==> src/rtl/phy_bringup_pkg.sv <==
package phy_bringup_pkg;

  typedef enum logic [2:0] {
    ST_IDLE,
    ST_RESET_HOLD,
    ST_SETTLE,
    ST_READ_ID,
    ST_CHECK,
    ST_NEXT_ADDR,
    ST_DONE,
    ST_FAIL
  } seq_state_t;

  localparam int PREAMBLE_BITS = 32;
  localparam int HDR_BITS      = PREAMBLE_BITS + 14;
  localparam int TA_BITS       = 2;
  localparam int DATA_BITS     = 16;
  localparam int FRAME_BITS    = HDR_BITS + TA_BITS + DATA_BITS;
  localparam int IDX_W         = $clog2(FRAME_BITS);

  // Driven portion of a clause-22 read, first bit on the wire in the MSB.
  function automatic logic [HDR_BITS-1:0] read_header(input logic [4:0] pa,
                                                      input logic [4:0] ra);
    return {{PREAMBLE_BITS{1'b1}}, 2'b01, 2'b10, pa, ra};
  endfunction

  // Address used after a non-matching read.
  function automatic logic [4:0] step_addr(input logic [4:0] a, input logic scan);
    return scan ? a + 5'd1 : a;
  endfunction

endpackage

==> src/rtl/phy_mdc_gen.sv <==
module phy_mdc_gen #(
  parameter int HALF_PERIOD = 10
) (
  input  logic clk,
  input  logic rst_n,
  output logic mdc,
  output logic mdc_rise,
  output logic mdc_fall
);
  localparam int CW = (HALF_PERIOD > 1) ? $clog2(HALF_PERIOD) : 1;
  localparam logic [CW-1:0] LAST = CW'(HALF_PERIOD - 1);

  logic [CW-1:0] cnt_q;
  logic          mdc_q;
  logic          tick;

  assign tick = (cnt_q == LAST);

  always_ff @(posedge clk) begin
    if (!rst_n) begin
      cnt_q <= '0;
      mdc_q <= 1'b0;
    end else if (tick) begin
      cnt_q <= '0;
      mdc_q <= ~mdc_q;
    end else begin
      cnt_q <= cnt_q + 1'b1;
    end
  end

  assign mdc      = mdc_q;
  assign mdc_rise = tick & ~mdc_q;
  assign mdc_fall = tick & mdc_q;

  // the clock pin moves only on a divider tick
  a_r5_mdc_on_tick: assert property (@(posedge clk) disable iff (!rst_n)
    !$stable(mdc_q) |-> $past(tick));

endmodule

==> src/rtl/phy_mdio_reader.sv <==
module phy_mdio_reader
  import phy_bringup_pkg::*;
(
  input  logic        clk,
  input  logic        rst_n,
  input  logic        mdc_rise,
  input  logic        mdc_fall,
  input  logic        req,
  input  logic [4:0]  phy_addr,
  input  logic [4:0]  reg_addr,
  input  logic        mdio_i,
  output logic        mdio_pull_low,
  output logic        busy,
  output logic        rd_done,
  output logic [15:0] rd_data
);
  localparam logic [IDX_W-1:0] LAST_IDX   = IDX_W'(FRAME_BITS - 1);
  localparam logic [IDX_W-1:0] DATA_FIRST = IDX_W'(HDR_BITS + TA_BITS);
  localparam logic [IDX_W-1:0] HDR_END    = IDX_W'(HDR_BITS);

  logic                busy_q;
  logic                on_q;
  logic [IDX_W-1:0]    idx_q;
  logic [HDR_BITS-1:0] hdr_q;
  logic [15:0]         data_q;
  logic                done_q;

  always_ff @(posedge clk) begin
    if (!rst_n) begin
      busy_q <= 1'b0;
      on_q   <= 1'b0;
      idx_q  <= '0;
      hdr_q  <= '0;
      data_q <= '0;
      done_q <= 1'b0;
    end else begin
      done_q <= 1'b0;
      if (req && !busy_q) begin
        busy_q <= 1'b1;
        on_q   <= 1'b0;
        idx_q  <= '0;
        hdr_q  <= read_header(phy_addr, reg_addr);
      end else if (busy_q && mdc_fall) begin
        if (!on_q) begin
          on_q  <= 1'b1;
          idx_q <= '0;
        end else begin
          idx_q <= idx_q + 1'b1;
          hdr_q <= {hdr_q[HDR_BITS-2:0], 1'b1};
        end
      end else if (on_q && mdc_rise) begin
        if (idx_q >= DATA_FIRST) data_q <= {data_q[14:0], mdio_i};
        if (idx_q == LAST_IDX) begin
          busy_q <= 1'b0;
          on_q   <= 1'b0;
          done_q <= 1'b1;
        end
      end
    end
  end

  assign mdio_pull_low = on_q && (idx_q < HDR_END) && !hdr_q[HDR_BITS-1];
  assign busy          = busy_q;
  assign rd_done       = done_q;
  assign rd_data       = data_q;

  // the line drive only changes together with a falling management clock
  a_r5_drive_on_fall: assert property (@(posedge clk) disable iff (!rst_n)
    !$stable(mdio_pull_low) |-> $past(mdc_fall));

  // completion follows the sampling of the last data bit
  a_r6_done_at_last_bit: assert property (@(posedge clk) disable iff (!rst_n)
    rd_done |-> $past(mdc_rise) && !busy);

endmodule

==> src/rtl/phy_seq_ctrl.sv <==
module phy_seq_ctrl
  import phy_bringup_pkg::*;
#(
  parameter int          STRAP_W        = 4,
  parameter int          RESET_CYCLES   = 550000,
  parameter int          SETTLE_CYCLES  = 10000,
  parameter int          TIMEOUT_CYCLES = 10000000,
  parameter logic [15:0] ID_VALUE       = 16'h0022
) (
  input  logic               clk,
  input  logic               rst_n,
  input  logic               start,
  input  logic [4:0]         cfg_phy_addr,
  input  logic               cfg_scan_en,
  input  logic [STRAP_W-1:0] strap_val,
  input  logic               rd_busy,
  input  logic               rd_done,
  input  logic [15:0]        rd_data,
  output logic               rd_req,
  output logic [4:0]         rd_addr,
  output logic               phy_rst_n,
  output logic [STRAP_W-1:0] strap_o,
  output logic               strap_oe,
  output logic               done,
  output logic [4:0]         found_addr,
  output logic               timeout
);
  localparam int CNT_MAX = (RESET_CYCLES > SETTLE_CYCLES) ? RESET_CYCLES : SETTLE_CYCLES;
  localparam int CW      = $clog2(CNT_MAX + 1);
  localparam int TW      = $clog2(TIMEOUT_CYCLES + 1);

  seq_state_t         state_q;
  logic [CW-1:0]      tcnt_q;
  logic [TW-1:0]      wcnt_q;
  logic [4:0]         cur_addr_q;
  logic [4:0]         found_q;
  logic               scan_q;
  logic               issued_q;
  logic [15:0]        id_q;
  logic [STRAP_W-1:0] strap_q;

  logic hold_expired, settle_expired, timer_expired, id_match, accept_start, discovering;

  assign hold_expired   = (state_q == ST_RESET_HOLD) && (tcnt_q == CW'(RESET_CYCLES - 1));
  assign settle_expired = (state_q == ST_SETTLE) && (tcnt_q == CW'(SETTLE_CYCLES - 1));
  assign timer_expired  = (wcnt_q >= TW'(TIMEOUT_CYCLES));
  assign id_match       = (id_q == ID_VALUE);
  assign accept_start   = start && ((state_q == ST_IDLE) || (state_q == ST_DONE) ||
                                    (state_q == ST_FAIL));
  assign discovering    = (state_q == ST_READ_ID) || (state_q == ST_CHECK) ||
                          (state_q == ST_NEXT_ADDR);
  assign rd_req         = (state_q == ST_READ_ID) && !issued_q && !rd_busy;

  always_ff @(posedge clk) begin
    if (!rst_n) begin
      state_q    <= ST_IDLE;
      tcnt_q     <= '0;
      wcnt_q     <= '0;
      cur_addr_q <= '0;
      found_q    <= '0;
      scan_q     <= 1'b0;
      issued_q   <= 1'b0;
      id_q       <= '0;
      strap_q    <= '0;
    end else begin
      if (discovering && !timer_expired) wcnt_q <= wcnt_q + 1'b1;
      unique case (state_q)
        ST_IDLE, ST_DONE, ST_FAIL: begin
          if (accept_start) begin
            state_q    <= ST_RESET_HOLD;
            tcnt_q     <= '0;
            strap_q    <= strap_val;
            cur_addr_q <= cfg_phy_addr;
            scan_q     <= cfg_scan_en;
          end
        end
        ST_RESET_HOLD: begin
          if (hold_expired) begin
            state_q <= ST_SETTLE;
            tcnt_q  <= '0;
          end else begin
            tcnt_q <= tcnt_q + 1'b1;
          end
        end
        ST_SETTLE: begin
          if (settle_expired) begin
            state_q  <= ST_READ_ID;
            wcnt_q   <= '0;
            issued_q <= 1'b0;
          end else begin
            tcnt_q <= tcnt_q + 1'b1;
          end
        end
        ST_READ_ID: begin
          if (rd_req) issued_q <= 1'b1;
          if (issued_q && rd_done) begin
            id_q    <= rd_data;
            state_q <= ST_CHECK;
          end
        end
        ST_CHECK: begin
          if (id_match) begin
            found_q <= cur_addr_q;
            state_q <= ST_DONE;
          end else if (timer_expired) begin
            state_q <= ST_FAIL;
          end else begin
            state_q <= ST_NEXT_ADDR;
          end
        end
        ST_NEXT_ADDR: begin
          cur_addr_q <= step_addr(cur_addr_q, scan_q);
          issued_q   <= 1'b0;
          state_q    <= ST_READ_ID;
        end
        default: state_q <= ST_IDLE;
      endcase
    end
  end

  assign rd_addr    = cur_addr_q;
  assign phy_rst_n  = (state_q != ST_IDLE) && (state_q != ST_RESET_HOLD);
  assign strap_oe   = (state_q == ST_RESET_HOLD);
  assign strap_o    = strap_q;
  assign done       = (state_q == ST_DONE);
  assign timeout    = (state_q == ST_FAIL);
  assign found_addr = found_q;

  // reset is released only when the hold count has run out
  a_r2_release_after_hold: assert property (@(posedge clk) disable iff (!rst_n)
    $rose(phy_rst_n) |-> $past(hold_expired));

  // straps are driven only while the PHY is in reset
  a_r3_strap_only_in_reset: assert property (@(posedge clk) disable iff (!rst_n)
    strap_oe |-> !phy_rst_n);

  // a management read is requested only with reset released and straps off
  a_r4_read_after_settle: assert property (@(posedge clk) disable iff (!rst_n)
    rd_req |-> phy_rst_n && !strap_oe && !done && !timeout);

  // result and address hold until a new start
  a_r9_done_holds: assert property (@(posedge clk) disable iff (!rst_n)
    done && !start |=> done && $stable(found_addr));

  // failure only after the discovery budget is spent
  a_r10_fail_needs_budget: assert property (@(posedge clk) disable iff (!rst_n)
    $rose(timeout) |-> $past(timer_expired));

  // the two results exclude each other
  a_r10_result_exclusive: assert property (@(posedge clk) disable iff (!rst_n)
    !(done && timeout));

  // a start during discovery leaves reset released
  a_r11_start_ignored: assert property (@(posedge clk) disable iff (!rst_n)
    discovering && start |=> phy_rst_n);

endmodule

==> src/rtl/phy_bringup_seq.sv <==
module phy_bringup_seq
  import phy_bringup_pkg::*;
#(
  parameter int          STRAP_W        = 4,
  parameter int          MDC_HALF       = 10,
  parameter int          RESET_CYCLES   = 550000,
  parameter int          SETTLE_CYCLES  = 10000,
  parameter int          TIMEOUT_CYCLES = 10000000,
  parameter logic [4:0]  ID_REG         = 5'd2,
  parameter logic [15:0] ID_VALUE       = 16'h0022
) (
  input  logic               clk,
  input  logic               rst_n,
  input  logic               start,
  input  logic [4:0]         cfg_phy_addr,
  input  logic               cfg_scan_en,
  input  logic [STRAP_W-1:0] strap_val,
  output logic               phy_rst_n,
  output logic [STRAP_W-1:0] strap_o,
  output logic               strap_oe,
  output logic               mdc,
  input  logic               mdio_i,
  output logic               mdio_pull_low,
  output logic               done,
  output logic [4:0]         found_addr,
  output logic               timeout
);
  logic        mdc_rise, mdc_fall;
  logic        rd_req, rd_busy, rd_done;
  logic [4:0]  rd_addr;
  logic [15:0] rd_data;

  phy_mdc_gen #(.HALF_PERIOD(MDC_HALF)) u_mdc (
    .clk      (clk),
    .rst_n    (rst_n),
    .mdc      (mdc),
    .mdc_rise (mdc_rise),
    .mdc_fall (mdc_fall)
  );

  phy_mdio_reader u_reader (
    .clk           (clk),
    .rst_n         (rst_n),
    .mdc_rise      (mdc_rise),
    .mdc_fall      (mdc_fall),
    .req           (rd_req),
    .phy_addr      (rd_addr),
    .reg_addr      (ID_REG),
    .mdio_i        (mdio_i),
    .mdio_pull_low (mdio_pull_low),
    .busy          (rd_busy),
    .rd_done       (rd_done),
    .rd_data       (rd_data)
  );

  phy_seq_ctrl #(
    .STRAP_W        (STRAP_W),
    .RESET_CYCLES   (RESET_CYCLES),
    .SETTLE_CYCLES  (SETTLE_CYCLES),
    .TIMEOUT_CYCLES (TIMEOUT_CYCLES),
    .ID_VALUE       (ID_VALUE)
  ) u_ctrl (
    .clk          (clk),
    .rst_n        (rst_n),
    .start        (start),
    .cfg_phy_addr (cfg_phy_addr),
    .cfg_scan_en  (cfg_scan_en),
    .strap_val    (strap_val),
    .rd_busy      (rd_busy),
    .rd_done      (rd_done),
    .rd_data      (rd_data),
    .rd_req       (rd_req),
    .rd_addr      (rd_addr),
    .phy_rst_n    (phy_rst_n),
    .strap_o      (strap_o),
    .strap_oe     (strap_oe),
    .done         (done),
    .found_addr   (found_addr),
    .timeout      (timeout)
  );

endmodule

==> config.mk <==
export PLATFORM = sky130hd
export DESIGN_NAME = phy_bringup_seq
export DESIGN_NICKNAME = d
export VERILOG_FILES = /design/src/rtl/phy_bringup_pkg.sv /design/src/rtl/phy_mdc_gen.sv /design/src/rtl/phy_mdio_reader.sv /design/src/rtl/phy_seq_ctrl.sv /design/src/rtl/phy_bringup_seq.sv
export SDC_FILE = /design/constraint.sdc
export NUM_CORES = 1
export LEC_CHECK = 0
export BUFFER_PORTS_ARGS = -buffer_cell sky130_fd_sc_hd__buf_2
export CORE_MARGIN = 3
export CORE_UTILIZATION = 55
export DETAILED_ROUTE_END_ITERATION = 6
export GPL_ROUTABILITY_DRIVEN = 1
export GPL_TIMING_DRIVEN = 0
export PLACE_DENSITY = 0.72
export SYNTH_ARGS = -nofsm -noshare
export SYNTH_HDL_FRONTEND = slang
export SYNTH_HIERARCHICAL = 1
export SYNTH_SLANG_ARGS = --single-unit
==> constraint.sdc <==
create_clock -name clk -period 2.3 [get_ports clk]
set_input_delay 0.345 -clock clk [delete_from_list [all_inputs] [get_ports clk]]
set_output_delay 0.345 -clock clk [all_outputs]
set_load 0.01 [all_outputs]
== After elaboration in Yosys (flattened, before gate mapping) ==
Index checks and enable logic that the tools add are counted.
Word-level totals
  output and inout port bits: 15
  bits of input ports: 14
  bits in writable memories: 0
  latch bits: 0
  logic and storage cells: 132
  ROM bits: 0
  flip-flop bits (word level): 155
  memories: 0
Cells by class
  eq/ne operators: 21
  multipliers: 0
  order comparisons: 3
  add/sub/neg operators: 5
  bitwise operators: 7
  shifts and indexed selects: 0
  div/mod/pow operators: 0
  mux-type cells: 30
  reduce and logical (&&, ||, !) cells: 48
Operators by type and width (number)
  $mux W46: 3
  $mux W24: 3
  $mux W20: 3
  $pmux W20 S3: 1
  $add A24 B1 Y24 const B: 1
  $ge A24 B24 Y1 const B: 1
  $add A20 B1 Y20 const B: 1
  $eq A20 B14 Y1 const B: 1
  $eq A20 B20 Y1 const B: 1
  $pmux W3 S6: 1
  $eq A16 B6 Y1 const B: 1
  $mux W3: 5
  $reduce_bool A2 Y1: 7
  $logic_and A1 B1 Y1: 13
  $eq A3 B3 Y1 const B: 4
  $reduce_and A2 Y1: 6
  $reduce_and A3 Y1: 4
  $mux W5: 2
  $ne A2 B1 Y1 const B: 5
  $pmux W5 S2: 1
  $reduce_bool A3 Y1: 3
  $mux W1: 8
  $reduce_and A4 Y1: 2
  $add A6 B1 Y6 const B: 1
  other kinds (21): 36

== Longest topological paths before layout ==
Gate-level depths: netlist (run 1).
  depth in word-level cells: 7
  gate-level depth with buffers: 9
  mapped depth without buffers: 7

== Cells and area by module ==
The synthesis (run 1) kept the hierarchy.
By module, submodules not included
  phy_seq_ctrl: times used 1, cells an instance 503, sequential area each 1581.5 sq um, area each 4082.7 sq um
  phy_mdio_reader: times used 1, cells an instance 313, sequential area each 1421.4 sq um, area each 2735.1 sq um
  phy_mdc_gen: times used 1, cells an instance 24, sequential area each 100.1 sq um, area each 240.2 sq um
  phy_bringup_seq: times used 1, cells an instance 2, sequential area each 0.0 sq um, area each 7.5 sq um

== Worst setup path after synthesis (run 1) ==
No wires, ideal clock.
  path type: register to register
  from: register u_ctrl.tcnt_q[0]
  to: register u_ctrl.tcnt_q[0]
  path slack: 361 ps
  stages on the path, launching flop included: 9
  arrival time: 1822 ps
  clock period less this slack: 1939 ps
  cell sequence: dfxtp_1 > ha_1 > and2_0 > buf_2 > and4_1 > a21boi_2 > o31ai_2 > buf_2 > nor2_1
On the way
  word-level cells in the longest chain between the ends: 4
  elaborated cells on any way between the ends: 10
Ends and longest elaborated chain
  start: declaration: line phy_seq_ctrl.sv:33  | logic [CW-1:0] tcnt_q;
  start signal: assignment: line phy_seq_ctrl.sv:82  | tcnt_q <= tcnt_q + 1'b1;
  start signal: assignment: line phy_seq_ctrl.sv:91  | tcnt_q <= tcnt_q + 1'b1;
  branches (longest 4 deep; another with $add A20 B1 Y20)
Parallel ways; which one is timed is not known. The select of a mux whose other input is x is not followed.
A chain may end at the register's enable or synchronous reset.

== Final worst setup path (run 1) ==
  from: register u_ctrl.state_q[1]
  to: output port timeout
On the way
  word-level cells in the longest chain between the ends: 1
Ends and longest elaborated chain
  start: declaration: line phy_seq_ctrl.sv:32  | seq_state_t state_q;
  start signal: assignment: line phy_seq_ctrl.sv:56  | state_q <= ST_IDLE;
  start signal: assignment: line phy_seq_ctrl.sv:70  | state_q <= ST_RESET_HOLD;
  start signal: assignment: line phy_seq_ctrl.sv:79  | state_q <= ST_SETTLE;
  $eq A3 B3 Y1: line phy_seq_ctrl.sv:126  | assign timeout = (state_q == ST_FAIL);
  end: declaration: line phy_bringup_seq.sv:26  | output logic timeout
No other way between the ends.

==> out/summary.txt, run 1 <==
CTS Buf Count: 17
Cell taking the most area after synthesis: dfxtp_1
Initial antenna violation count: 0
Hold Startpoint: strap_val[2]
Fin nets: 915
Seq/Total Area, Yosys: 0.439
Vert. Die Dim: 119 um
Slew @ Worst Pin: 0.738 ns
Worst R2R Path Depth: 8
Via density: 5.99
Hold EP: u_ctrl/strap_o[2]
Final setup margin: 0.164 ns
Layout cells sized above 1: 0.130
Global-route track usage on met3: 0.0565
Vias in the first global route: 5946
Post-layout min period: 2.14 ns
Met2 GRT Util: 0.396
Later-pin clock latency in the skew report: 0.43 ns
Clk root buf: clkbuf_16
Cell Area, Synth: 0.00707 mm^2
Max_cap viols: 0
Fill count: 1064
CORE AREA: 0.0123 mm^2
# setup viols final: 0
DP Wirelength: 11300 um
Fin. max-slew vios: 0
Die footprint: 0.0142 mm^2
Setup slack at placement: -0.136 ns
Outcome: complete, no violations
Post-route ant nets: 0
Port buffer count: 28
Mapped Cells: 842
First-pass GRT wire length: 27300 um
IO Pins: 29
Yosys cell types: 70
Standard-cell rows: 40
Final std cells w/o fill: 1075
Yosys reg bits: 155
CTS tree: built
Grt peak-use layer: met2
R2R Path Start: u_ctrl/tcnt_q[0]
P_leak: 3.01 nW
Asr flop ratio synth: 0
Max_slew headroom: 0.508
Final WL: 16500 um
Hold Vio Cnt, Final: 0
Clock transition at path regs: 0.06 ns
DR iter-0 viols: 528
Total negative slack: 0 ns
R2r endpoint: u_ctrl/state_q[0]
Clk buf depth: 2
Commonest non-fill, non-tap cell in the layout: dfxtp_1
DP Cell Count: 1041
Synth-to-Final Area Change: 14.0%
Period utilization: 0.928
Routing usage on met1: 0.283
Most frequent cells in the layout: dfxtp_1, nand2_1, nor3_1
H-Tree Depth: 4
Maximum vdd drop: 0.000562 V
# diodes: 0
Total grt overflow: 0
All-Layer GR Usage: 0.232
Synth Flop Type: dfxtp_1
Avg Cell Area, Syn: 8.39 um^2
Detailed-route via count: 6440
DRC: 0
CP Data Arrival Time: 1.79 ns
Worst reg-to-reg setup slack: 0.17 ns
Setup CP Type: reg -> out
Synth top area share: 0.439
CTS sink cnt: 155
Post-synth EDFFs: 0
Pre-antenna DRT Iters: 5
Startpoint types: register
Max Freq: 468 MHz
Drt wl/cell: 15.3 um
Main area contributors after synthesis: dfxtp_1, nor3_1, a21oi_1
Worst hold stages: 3
Pwr dens: 731 mW/mm^2
Worst endpoint required time: 1.96 ns
Initial Util: 0.576
Clock skew: 0.0114 ns
Gpl congestion: 0.843
Syn. warnings: 6
Die W: 119 um
Largest net degree at the start of global routing: 17
CP Capture Type: output pin
Hold Path Class: in -> reg
CP max FO: 10
[how the worst max path moves through the flow]
stage	endpoint	cells past startpoint	from	slack (ns)
after floorplan	u_ctrl/tcnt_q[0]	8	u_ctrl/tcnt_q[0]	0.36
after global placement	u_ctrl/tcnt_q[5]	8	u_ctrl/tcnt_q[0]	-0.06
after detailed placement	u_ctrl/tcnt_q[19]	8	u_ctrl/tcnt_q[0]	-0.14
after CTS	u_ctrl/tcnt_q[19]	8	u_ctrl/tcnt_q[0]	0.05
after global routing	u_ctrl/tcnt_q[19]	5	u_ctrl/tcnt_q[8]	-0.02
final	timeout	4	u_ctrl/state_q[1]	0.16
[timing repair]
item	4_1_cts	5_1_grt
gates resized for setup	2	5
hold buffers	0	0
pin swaps	0	1
endpoints found under the setup margin	11	32
buffers inserted	0	2
cloned	0	0
[cells in the mapped netlist (all sizes together) (3+ instances only)]
master and instances:
nor4b 6, or4b 3, o211ai 6, o2111ai 5, nand3b 8, nand2b 6
nand4 24, dfxtp 155, nand3 43, nor3 79, or3 17, or4 14
xnor2 3, a22oi 10, xor2 5, nor2b 8, clkbuf 20, nor2 65
and4 6, inv 9, o21ai 33, ha 7, and2 9, o21a 3
nor4 4, a21oi 69, and3 9, o31ai 16, mux2i 30, nand2 94
nor3b 7, a31oi 7, buf 34
[report_power, final]
part / switching (mW) / internal, mW
Sequential: 0.0443 / 2.73
Clock: 1.17 / 1.57
Combinational: 0.229 / 0.144
[logic make-up after synthesis]
logic type               Yosys count  synth area share
buffers and inverters             65            0.0453
flip-flops                       155             0.439
AND/OR/NAND/NOR                  407             0.303
multiplexers                      30            0.0425
XOR/XNOR                           8           0.00992
adder cells (fa/ha/maj)            7            0.0124
other                              2           0.00106
AO/OA/AOI/OAI                    168             0.147
[metrics by stage]
step	util	cell area [um^2]	power, mW	hold slack, ns
after floorplan	-	7080	3.08	0.431
after global placement	0.606	7430	3.17	0.441
after detailed placement	0.606	7430	3.19	0.443
after CTS	0.654	8020	5.91	0.145
after global routing	0.657	8050	6.09	0.154
final	0.657	8050	5.88	0.159
[per-layer routing]
layer / vias up / part of all wire
met5: - / 0
met4: 0 / 0.015
met3: 27 / 0.049
met2: 182 / 0.49
met1: 3057 / 0.44
li1: 3174 / -
[state kept, by name (all words and copies together), names as in the netlist, 4 cells and up]
register,flops
u_ctrl/found_addr,5
u_ctrl/id_q,16
u_ctrl/rd_addr,5
u_ctrl/strap_o,4
u_ctrl/tcnt_q,20
u_ctrl/wcnt_q,24
u_mdc/cnt_q,4
u_reader/hdr_q,46
u_reader/idx_q,6
u_reader/rd_data,16
[worst max-delay path: stages, from the launching register on]
cell and delay [ns]:
dfxtp_1 0.41, buf_2 0.25, clkbuf_1 0.33, and3_1 0.24
buf_2 0.14
[cell type report]
cell class / instances / area [um^2] / share of cell area
Buffer: 54 / 279 / 0.0346
Clock buffer: 19 / 453 / 0.0562
Clock inverter: 13 / 130 / 0.0162
Inverter: 11 / 41.3 / 0.00513
Multi-Input combinational cell: 625 / 3680 / 0.457
Sequential cell: 155 / 3100 / 0.385
Tap cell: 168 / 210 / 0.0261
Timing Repair Buffer: 30 / 155 / 0.0193
(Power assumes the default switching activity.)
==> run 2: changes to the inputs <==
ABC_AREA = 1   (was unset)
==> out/summary.txt, run 2 <==
Clk buf depth: 2
Worst endpoint required time: 1.96 ns
Synth Flop Type: dfxtp_1
Clk root buf: clkbuf_16
Total grt overflow: 0
Layout cells sized above 1: 0.107
Fill count: 1210
DR iter-0 viols: 641
Max_slew headroom: 0.590
Hold Vio Cnt, Final: 0
Slew @ Worst Pin: 0.610 ns
Die W: 122 um
Post-layout min period: 2.05 ns
Cell taking the most area after synthesis: dfxtp_1
Post-synth EDFFs: 0
Unrepaired setup endpoints after global routing: no
DP Wirelength: 12700 um
Standard-cell rows: 41
CP Data Arrival Time: 1.71 ns
First-pass GRT wire length: 29200 um
Most frequent cells after synthesis: nor2_1, nand2_1, dfxtp_1, o21ai_0, inv_1
CTS sink cnt: 155
Max_cap viols: 0
CTS tree: built
Yosys reg bits: 155
Synth top area share: 0.419
# setup viols final: 0
Gpl congestion: 0.959
Hold Path Class: in -> reg
DRC: 0
CTS Buf Count: 17
CP max FO: 10
Yosys cell types: 43
Max Freq: 487 MHz
Later-pin clock latency in the skew report: 0.42 ns
Post-route ant nets: 0
Multi-input logic area: 0.00379 mm^2
Detailed-route via count: 7039
Pwr dens: 797 mW/mm^2
Setup bufs post-CTS: 0
# diodes: 0
Vias in the first global route: 6218
Vert. Die Dim: 122 um
Pre-antenna DRT Iters: 6
Commonest non-fill, non-tap cell in the layout: nor2_1
Mapped Cells: 1090
Drt wl/cell: 13.2 um
Synth-to-Final Area Change: 12.5%
Clock transition at path regs: 0.06 ns
Port buffer count: 28
Most common cell in the synthesized netlist: nor2_1
Initial antenna violation count: 0
Most frequent cells in the layout: nor2_1, nand2_1, dfxtp_1
Fin nets: 1161
Maximum vdd drop: 0.000831 V
Biggest regs: u_reader/hdr_q x46, u_ctrl/wcnt_q x24, u_ctrl/tcnt_q x20
Via density: 5.31
All-Layer GR Usage: 0.243
Initial Util: 0.576
Avg Cell Area, Syn: 6.80 um^2
IO Pins: 29
Sequential cell area: 0.00310 mm^2
Seq/Total Area, Yosys: 0.419
Clock skew: 0.0115 ns
Fin. max-slew vios: 0
Top reg by flops: u_reader/hdr_q
Period utilization: 0.892
Die footprint: 0.0149 mm^2
Final WL: 17500 um
Startpoint types: register
CP Capture Type: output pin
Syn. warnings: 6
Cell Area, Synth: 0.00741 mm^2
CORE AREA: 0.0129 mm^2
Largest register FFs: 46
Main area contributors after synthesis: dfxtp_1, nor2_1, nand2_1
Setup CP Type: reg -> out
H-Tree Depth: 4
Total negative slack: 0 ns
Largest net degree at the start of global routing: 17
Final Hold Slack: 0.150 ns
P_leak: 3.37 nW
Asr flop ratio synth: 0
Outcome: complete, no violations
-- run 2: changes by cell type in the layout (fill, tap and decap cells not counted), sizes merged, moves of 17 or more --
cell	delta
nand3	+26
nor3	-64
inv	+78
nor2	+198
nand2	+139
mux2i	-30
buf	-18
a21oi	-19
or3	-17
o21ai	+73
-- run 2: where the power goes --
part | switching (mW) | internal, mW | leakage, nW | total, mW
combinational | 0.703 | 0.324 | 1.84 | 1.03
clock | 1.15 | 1.47 | 0.274 | 2.62
sequential | 0.145 | 2.86 | 1.25 | 3.00
total | 2.00 | 4.65 | 3.37 | 6.65
-- run 2: cells by family (layout without fill, tap and decap cells) --
kind of cell               after synthesis  count (layout)  share of synthesized area
and+or+nand+nor                        604             604                      0.345
adders and majority gates                7               7                     0.0118
other                                    2               5                    0.00101
xor gates and xnor gates                11              11                     0.0130
AOI/OAI and AO/OA                      188             188                      0.139
DFF                                    155             155                      0.419
buffers and inverters                  123             183                     0.0714
-- run 2: cell type report --
class | instances | area share
Buffer | 32 | 0.0225
Clock buffer | 20 | 0.0547
Clock inverter | 12 | 0.0123
Inverter | 91 | 0.0409
Multi-Input combinational cell | 815 | 0.455
Sequential cell | 155 | 0.372
Tap cell | 172 | 0.0258
Timing Repair Buffer | 28 | 0.0168
-- run 2: path summary, 6_finish.rpt --
check | cells past startpoint | endpoint | start | slack, ns
worst max-delay path | 4 | strap_oe | u_ctrl/state_q[0] | 0.25
worst min-delay path | 3 | u_ctrl/strap_o[3] | strap_val[3] | 0.15
worst max register to register | 7 | u_reader/hdr_q[1] | u_ctrl/state_q[0] | 0.26
worst min register to register | 2 | u_ctrl/id_q[2] | u_ctrl/id_q[2] | 0.46
-- run 2: per-layer routing --
layer  up-vias  share of wire  global-route usage
li1       3633              -                   -
met1      3191           0.47               0.336
met2       189           0.46               0.384
met3        26          0.051              0.0492
met4         0          0.020              0.0784
met5         -              0                   0
-- run 2: what timing repair did --
action                                  4_1_cts  5_1_grt
hold endpoints to repair                      0        0
hold buffers                                  0        0
resized for setup                             0        1
endpoints found under the setup margin        0        2
-- run 2: per-stage QoR --
stage                     utilization  power (mW)  cells  instance area (um^2)  setup WS [ns]
after floorplan                     -        3.77   1093                  7420          0.626
after global placement          0.604        4.07   1293                  7780          0.251
after detailed placement        0.604        4.08   1293                  7780          0.254
after CTS                       0.648        6.70   1325                  8340          0.238
after global routing            0.648        6.99   1325                  8340         0.0397
final                           0.648        6.65   1325                  8340          0.249
-- run 2: worst max-delay path, cell delays in order (launching register included) --
cell and delay, ns:
dfxtp_1 0.47, nand2_1 0.17, nor2_1 0.18, buf_2 0.26, buf_2 0.20
==> run 3: changes to the inputs <==
ABC_AREA = 0   (was 1)
CELL_PAD_IN_SITES_DETAIL_PLACEMENT = 1   (was unset)
CELL_PAD_IN_SITES_GLOBAL_PLACEMENT = 2   (was unset)
CORE_UTILIZATION = 38   (was 55)
PLACE_DENSITY = unset   (was 0.72)
PLACE_DENSITY_LB_ADDON = 0.1   (was unset)
==> out/summary.txt, run 3 (synthesis gave the netlist of run 1 again) <==
Outcome: complete, no violations
Pint: 4.46 mW
Final WL: 19100 um
DR iter-0 viols: 315
Fin nets: 918
Worst endpoint required time: 2.65 ns
Clk root buf: clkbuf_16
Setup CP Type: reg -> reg
Vert. Die Dim: 142 um
Biggest regs: u_reader/hdr_q x46, u_ctrl/wcnt_q x24, u_ctrl/tcnt_q x20
R2R Path Start: u_ctrl/tcnt_q[0]
Gpl congestion: 0.809
Largest net degree at the start of global routing: 17
Commonest non-fill, non-tap cell in the layout: dfxtp_1
Utilization after layout: 0.451
CP Capture Type: register
Hold Vio Cnt, Final: 0
Most frequent cells in the layout: dfxtp_1, nand2_1, nor3_1
Vias in the first global route: 6575
Standard-cell rows: 49
Clock transition at path regs: 0.06 ns
DP Cell Count: 1102
Comb pwr share: 0.067
Max Freq: 460 MHz
Max_cap viols: 0
# diodes: 0
Maximum vdd drop: 0.000484 V
Fin. max-slew vios: 0
First-pass GRT wire length: 32100 um
CTS tree: built
Clk network pwr share: 0.466
Post-route ant nets: 0
Initial antenna violation count: 0
Hold Path Class: in -> reg
DP Wirelength: 13700 um
Drt wl/cell: 16.7 um
Design Area, Final: 0.00816 mm^2
Clk buf depth: 2
Via density: 5.61
Worst reg-to-reg setup slack: 0.12 ns
Port buffer count: 28
Crit path from: u_ctrl/tcnt_q[0]
Total negative slack: 0 ns
Layout cells sized above 1: 0.134
CORE AREA: 0.0181 mm^2
CP Data Arrival Time: 2.52 ns
IO Pins: 29
Fill count: 2177
Period utilization: 0.946
Startpoint types: register
DRC: 0
Post-Place Cell Area: 0.00750 mm^2
Pwr dens: 728 mW/mm^2
Initial Util: 0.391
Max_slew headroom: 0.517
All-Layer GR Usage: 0.192
H-Tree Depth: 4
Unrepaired setup endpoints after global routing: no
CP max FO: 10
# setup viols final: 0
Largest register FFs: 46
Total grt overflow: 0
Pwr Total: 5.94 mW
Final std cells w/o fill: 1139
Slew @ Worst Pin: 0.722 ns
Psw: 1.48 mW
CTS sink cnt: 155
Detailed-route via count: 6390
Post-layout min period: 2.18 ns
Die W: 142 um
Synth-to-Final Area Change: 15.5%
Pre-antenna DRT Iters: 5
Hold Startpoint: strap_val[1]
Sw Ratio: 0.249
Later-pin clock latency in the skew report: 0.42 ns
CTS Buf Count: 17
Top reg by flops: u_reader/hdr_q
Clock skew: 0.00820 ns
Sequential Power Share: 0.467
P_leak: 3.03 nW
Die footprint: 0.0203 mm^2
run 3: path summary, 6_finish.rpt:
check	endpoint	cells past startpoint
hold / removal	u_ctrl/strap_o[1]	3
hold reg to reg	u_ctrl/id_q[14]	2
setup reg to reg	u_ctrl/state_q[0]	8
setup / recovery	u_ctrl/state_q[0]	8
run 3: power groups by stage:
stage	registers [mW]	logic (mW)	clock network, mW
after global placement	2.83	0.359	0
after detailed placement	2.83	0.375	0
after floorplan	2.82	0.260	0
after CTS	2.77	0.380	2.86
after global routing	2.78	0.445	2.99
final	2.77	0.399	2.77
run 3: area by class of cell:
| type | instances | area [um^2] | area share |
|---|---|---|---|
| Inverter | 11 | 41.3 | 0.00506 |
| Buffer | 54 | 283 | 0.0346 |
| Multi-Input combinational cell | 625 | 3690 | 0.452 |
| Clock buffer | 20 | 457 | 0.0559 |
| Sequential cell | 155 | 3100 | 0.380 |
| Timing Repair Buffer | 33 | 178 | 0.0218 |
| Tap cell | 229 | 287 | 0.0351 |
| Clock inverter | 12 | 129 | 0.0158 |
run 3: metrics by stage:
stage                     setup WS, ns  hold WS (ns)
after floorplan                  0.361         0.431
after global placement          -0.212         0.442
after detailed placement        -0.221         0.452
after CTS                      0.00425         0.155
after global routing          0.000315         0.178
final                            0.124         0.178
run 3: metal layers:
metal	global-route usage	routed length (um)
met1	0.235	8960
met3	0.0413	390
met2	0.338	9470
met4	0.0610	255
met5	0	0
run 3: what timing repair did:
item / 4_1_cts / 5_1_grt
setup endpoints to repair: 37 / 37
resized for setup: 2 / 9
hold buffers: 0 / 0
pin swaps: 1 / 2
setup buffers: 0 / 5
hold endpoints to repair: 0 / 0
gates cloned: 0 / 0
run 3: worst max-delay path: stages, from the launching register on:
cell and delay (ns):
dfxtp_1 0.38, ha_1 0.19, and2_0 0.13, buf_2 0.17, and4_2 0.31, a21boi_2 0.10, buf_6 0.16, or4b_1 0.52
a21oi_1 0.15
